`config.mk`:
```
export PLATFORM = sky130hd
export DESIGN_NAME = owm_tick_prescaler
export DESIGN_NICKNAME = d
export VERILOG_FILES = /design/src/rtl/owm_tick_pkg.sv /design/src/rtl/owm_tick_cfg.sv /design/src/rtl/owm_odd_div.sv /design/src/rtl/owm_pow2_div.sv /design/src/rtl/owm_tick_prescaler.sv
export SDC_FILE = /design/constraint.sdc
export NUM_CORES = 1
export LEC_CHECK = 0
export BUFFER_PORTS_ARGS = -buffer_cell sky130_fd_sc_hd__buf_2
export CAP_MARGIN = 10
export CORE_UTILIZATION = 49
export DETAILED_ROUTE_END_ITERATION = 8
export GPL_TIMING_DRIVEN = 0
export PLACE_DENSITY = 0.75
export RECOVER_POWER = 100
export SLEW_MARGIN = 25
export SYNTH_ARGS = -nofsm -noshare
export SYNTH_HDL_FRONTEND = slang
export SYNTH_SLANG_ARGS = --single-unit
```
`constraint.sdc`:
```
create_clock -name clk -period 1.69 [get_ports clk]
set_input_delay 0.169 -clock clk [delete_from_list [all_inputs] [get_ports clk]]
set_output_delay 0.169 -clock clk [all_outputs]
set_load 0.005 [all_outputs]
```
`src/rtl/owm_tick_pkg.sv`:
```
package owm_tick_pkg;

    localparam int ODD_SEL_W = 2;
    localparam int POW_SEL_W = 3;
    localparam int CODE_W    = 8;
    localparam int RUN_POS   = CODE_W - 1;
    localparam int POW_LSB   = ODD_SEL_W;

    typedef struct packed {
        logic                 run;
        logic [POW_SEL_W-1:0] pow_sel;
        logic [ODD_SEL_W-1:0] odd_sel;
    } tick_cfg_t;

    function automatic tick_cfg_t code_to_cfg(input logic [CODE_W-1:0] code);
        tick_cfg_t c;
        c.run     = code[RUN_POS];
        c.pow_sel = code[POW_LSB +: POW_SEL_W];
        c.odd_sel = code[0 +: ODD_SEL_W];
        return c;
    endfunction

    function automatic logic [CODE_W-1:0] cfg_to_code(input tick_cfg_t c);
        logic [CODE_W-1:0] code;
        code                        = '0;
        code[RUN_POS]               = c.run;
        code[POW_LSB +: POW_SEL_W]  = c.pow_sel;
        code[0 +: ODD_SEL_W]        = c.odd_sel;
        return code;
    endfunction

endpackage

```
`src/rtl/owm_tick_cfg.sv`:
```
module owm_tick_cfg
    import owm_tick_pkg::*;
(
    input  logic              clk,
    input  logic              rst,
    input  logic              we,
    input  logic [CODE_W-1:0] wdata,
    output tick_cfg_t         cfg,
    output logic [CODE_W-1:0] rdata
);
    tick_cfg_t cfg_q;

    always_ff @(posedge clk) begin
        if (rst) begin
            cfg_q <= '0;
        end else if (we) begin
            cfg_q <= code_to_cfg(wdata);
        end
    end

    assign cfg   = cfg_q;
    assign rdata = cfg_to_code(cfg_q);
endmodule

```
`src/rtl/owm_odd_div.sv`:
```
module owm_odd_div #(
    parameter int SEL_W = 2
) (
    input  logic             clk,
    input  logic             rst,
    input  logic             clear,
    input  logic [SEL_W-1:0] sel,
    output logic             carry
);
    localparam int CNT_W = SEL_W + 1;

    logic [CNT_W-1:0] cnt_q;
    logic [CNT_W-1:0] last;

    assign last  = {sel, 1'b0};
    assign carry = (cnt_q == last);

    always_ff @(posedge clk) begin
        if (rst || clear) begin
            cnt_q <= '0;
        end else if (carry) begin
            cnt_q <= '0;
        end else begin
            cnt_q <= cnt_q + 1'b1;
        end
    end
endmodule

```
`src/rtl/owm_pow2_div.sv`:
```
module owm_pow2_div #(
    parameter int SEL_W = 3
) (
    input  logic             clk,
    input  logic             rst,
    input  logic             clear,
    input  logic             step,
    input  logic [SEL_W-1:0] sel,
    output logic             terminal
);
    localparam int CNT_W = (1 << SEL_W) - 1;

    logic [CNT_W-1:0] cnt_q;
    logic [CNT_W-1:0] mask;
    logic             at_mask;

    assign mask     = {CNT_W{1'b1}} >> (CNT_W - int'(sel));
    assign at_mask  = ((cnt_q & mask) == mask);
    assign terminal = step && at_mask;

    always_ff @(posedge clk) begin
        if (rst || clear) begin
            cnt_q <= '0;
        end else if (terminal) begin
            cnt_q <= '0;
        end else if (step) begin
            cnt_q <= cnt_q + 1'b1;
        end
    end
endmodule

```
`src/rtl/owm_tick_prescaler.sv`:
```
module owm_tick_prescaler
    import owm_tick_pkg::*;
(
    input  logic              clk,
    input  logic              rst,
    input  logic              cfg_we,
    input  logic [7:0]        cfg_wdata,
    output logic [7:0]        cfg_rdata,
    output logic              tick_o
);
    tick_cfg_t cfg;
    logic      hold;
    logic      odd_carry;
    logic      period_end;
    logic      tick_q;

    owm_tick_cfg u_cfg (
        .clk   (clk),
        .rst   (rst),
        .we    (cfg_we),
        .wdata (cfg_wdata),
        .cfg   (cfg),
        .rdata (cfg_rdata)
    );

    assign hold = cfg_we || !cfg.run;

    owm_odd_div #(.SEL_W(ODD_SEL_W)) u_odd (
        .clk   (clk),
        .rst   (rst),
        .clear (hold),
        .sel   (cfg.odd_sel),
        .carry (odd_carry)
    );

    owm_pow2_div #(.SEL_W(POW_SEL_W)) u_pow (
        .clk      (clk),
        .rst      (rst),
        .clear    (hold),
        .step     (odd_carry),
        .sel      (cfg.pow_sel),
        .terminal (period_end)
    );

    always_ff @(posedge clk) begin
        if (rst) begin
            tick_q <= 1'b0;
        end else begin
            tick_q <= !hold && period_end;
        end
    end

    assign tick_o = tick_q;
endmodule

```
==> PnR_summary.wiki <==
{| class="wikitable"
! Metric !! Value
|-
| TritonCTS buffer count || 3
|-
| Count of routing violations after the opening detailed-route iteration || 5
|-
| Register bit total from synthesis || 17
|-
| Smallest hold slack || 111.6 ps
|-
| Crit-path max FO || 8
|-
| Power per cell area || 809.3 nW/um2
|-
| Vert. Die Dim || 41.66 um
|-
| Achievable frequency || about 660 MHz
|-
| Max-slew violations || 0
|-
| Post-synthesis sequential area ratio || 0.4416
|-
| Maximum buffer depth of the clock tree || 2
|-
| Skew final || 11.50 ps
|-
| Library cell with the largest summed area after synthesis || sky130_fd_sc_hd__dfxtp_1
|-
| ANT nets after route || 0
|-
| Clock Latency Late Sink || roughly 290 ps
|-
| Count of cell instances traversed by the critical path || 5
|-
| Arrival time of data at the critical path endpoint || around 1700 ps
|-
| Max-cap violations || 0
|-
| Timing endpoint of the critical path || u_pow.cnt_q[0]
|-
| Post-CTS setup buffers || 0
|-
| Reg-to-Reg End || u_pow.cnt_q[0]
|-
| Number of optimization iterations in the first detailed-route pass || 3
|-
| Worst reg-to-reg setup slack || 170 ps
|-
| Syn Area/Cell || 9.634 um2
|-
| Worst setup startpoint || u_cfg.cfg[1]
|-
| Layout cells sized above 1 || 0.2143
|-
| Largest stage delay on the critical path || 380 ps
|-
| Yosys Warn Count || 0
|-
| CTS tree || yes
|-
| Area of the core || 1383 um2
|-
| Setup crit end kind || register
|-
| Final number of hold-violating endpoints || 0
|-
| Antenna fix cells || 0
|-
| Cells after synthesis || 80
|-
| Area contributors post-synth || sky130_fd_sc_hd__dfxtp_1, sky130_fd_sc_hd__mux2i_1, sky130_fd_sc_hd__nor2_1
|-
| Dominant delay contributor by cell family on the critical path || simple AND/OR/NAND/NOR gates
|-
| Horizontal die dimension || 41.66 um
|-
| Number of I/O port buffers || 13
|-
| Total gr overflow || 0
|-
| Antenna violations before repair || 0
|-
| CTS Sinks || 17
|-
| Final layout net count || 112
|-
| Total number of H-tree levels || 1
|-
| Critical-path top delay cell || sky130_fd_sc_hd__nor3_4
|-
| Area Overhead vs Synth || 13.64%
|-
| Final Setup Violations || 0
|-
| Routed via count divided by cell count || 4.965
|-
| Final WL || about 1300 um
|-
| Placed cells || 109
|-
| CTS clock-pin slew for the worst setup and hold paths || 100 ps
|-
| Largest net degree at the start of global routing || 10
|-
| Total of cells resized after clock tree synthesis || 0
|-
| Synth top area share || 0.4416
|-
| Top FF cell, synth || sky130_fd_sc_hd__dfxtp_1
|-
| # DRC || 0
|-
| First-pass GRT wire length || 2194 um
|-
| Post-route setup TNS || 0 ps
|-
| Via count || 561
|-
| Shortest period the worst path allows || 1522 ps
|-
| Share of the cycle needed by the critical path after routing || 0.9005
|-
| Number of cells on the worst reg-to-reg path || 5
|-
| Ordered cell list for the critical path || xor2_1 > nor3_4 > nand2_2 > o21ai_2 > nor2_1
|-
| LEAKAGE || 0.3819 nW
|-
| Result of the run || finished, final reports clean
|-
| Required time of the worst setup path || 1860 ps
|-
| GRT Total Usage || 0.1673
|-
| Total I/O pin count || 20
|-
| Effective utilization at floorplan || 0.5575
|-
| Worst IR Drop VDD || 0.3938 mV
|-
| Average detailed-routed wire length per instance || 11.92 um
|-
| Cell types with the highest counts after synthesis || sky130_fd_sc_hd__dfxtp_1, sky130_fd_sc_hd__nor2_1, sky130_fd_sc_hd__mux2i_1, sky130_fd_sc_hd__xor2_1, sky130_fd_sc_hd__nand2b_1
|-
| Clock root cell || sky130_fd_sc_hd__clkbuf_4
|-
| Nature of the critical path startpoint || register
|-
| Area of the die || 1736 um2
|-
| Number of enable flip-flop cells after synthesis || 0
|-
| Count of hold buffers inserted by post-cts repair || 0
|-
| Class of the most critical setup path || register to register
|-
| Library cells used by synthesis || 27
|-
| Cell row count || 13
|-
| Worst path buffer plus inverter count || 0
|-
| Worst min path class || input pin to register
|-
| FFs w/ async S/R, synth || 0
|-
| Routability congestion estimate from global placement || 0.8082
|-
| Post-synthesis cell area || 770.7 um2
|-
| Setup repair after global routing missed its margin || no
|-
| Most instantiated library cell after synthesis || sky130_fd_sc_hd__dfxtp_1
|-
| Launch point of the worst reg-to-reg path || u_cfg.cfg[1]
|-
| Vias in the first global route || 489
|-
| Non-Filler Instances || 113
|}
cell usage in the layout, fill, tap and decap left out, types with 2 or more instances in the layout:
master	n
sky130_fd_sc_hd__mux2i_1	6
sky130_fd_sc_hd__a21boi_0	2
sky130_fd_sc_hd__buf_4	2
sky130_fd_sc_hd__buf_2	12
sky130_fd_sc_hd__xor2_1	6
sky130_fd_sc_hd__clkbuf_4	3
sky130_fd_sc_hd__dfxtp_1	17
sky130_fd_sc_hd__nand2b_1	4
sky130_fd_sc_hd__ha_1	2
sky130_fd_sc_hd__nand2_1	3
sky130_fd_sc_hd__clkbuf_1	3
sky130_fd_sc_hd__nor2_1	16
sky130_fd_sc_hd__conb_1	2
sky130_fd_sc_hd__xnor2_1	3
sky130_fd_sc_hd__nand4_1	3
worst min-delay path, delay by kind of cell:
family        cells  cell delay [ps]
buf+inv           1               70
mux               1               50
simple gates      1               70
sequential cells by signal, summed over array words and instances (netlist names):
signal	flops
u_cfg.cfg	6
tick_o	1
u_pow.cnt_q	7
u_odd.cnt_q	3
through the flow:
step / instance area (um2) / total power [mW] / setup slack, ps / utilization
final: 875.8 / 0.7089 / 168.2 / 0.6335
after floorplan: 774.5 / 0.4826 / 377.6 / -
after global routing: 875.8 / 0.7504 / 57.38 / 0.6335
after global placement: 858.3 / 0.5042 / 232.4 / 0.6208
after detailed placement: 858.3 / 0.5065 / 219.4 / 0.6208
after CTS: 884.6 / 0.7227 / 196.5 / 0.6398
cell families after synthesis:
kind of cell | synth area share
other cells | 0.004865
compound gates | 0.08117
simple gates | 0.2257
xor+xnor | 0.1023
mux | 0.07793
fa+ha+maj | 0.03246
flops | 0.4416
buf+inv | 0.03407
power by group:
| group | switching, mW | leakage, nW | internal [mW] | total, mW |
|---|---|---|---|---|
| clock | 0.122 | 0.0150 | 0.0915 | 0.214 |
| combinational | 0.0382 | 0.229 | 0.0376 | 0.0758 |
| sequential | 0.00942 | 0.138 | 0.410 | 0.419 |
area by class of cell:
type                            instances  area [um2]
Clock buffer                            4       26.28
Inverter                                1       3.754
Multi-Input combinational cell         59       400.4
Fill cell                             128       506.7
Buffer                                  4       22.52
Timing Repair Buffer                   13       63.81
Tap cell                               15       18.77
Sequential cell                        17       340.3
worst min path at each step:
stage	start	endpoint	slack (ps)	cells after the start
final	cfg_wdata[2]	u_cfg.cfg[2]	110	3
after global routing	cfg_wdata[2]	u_cfg.cfg[2]	90	3
after CTS	cfg_wdata[2]	u_cfg.cfg[2]	110	3
after detailed placement	cfg_wdata[3]	u_cfg.cfg[3]	410	3
after global placement	cfg_wdata[4]	u_cfg.cfg[4]	400	3
after floorplan	cfg_wdata[0]	u_cfg.cfg[0]	320	2
routing by layer:
metal | track usage | routed length, um | up-vias | part of all wire
met1 | 0.2247 | 685 | 244 | 0.51
li1 | - | - | 302 | -
met5 | 0 | 0 | - | 0
met3 | 0.03913 | 46 | 2 | 0.034
met2 | 0.2438 | 604 | 13 | 0.45
met4 | 0.09677 | 11 | 0 | 0.0082
No activity file was read; power rests on OpenSTA's default activity.
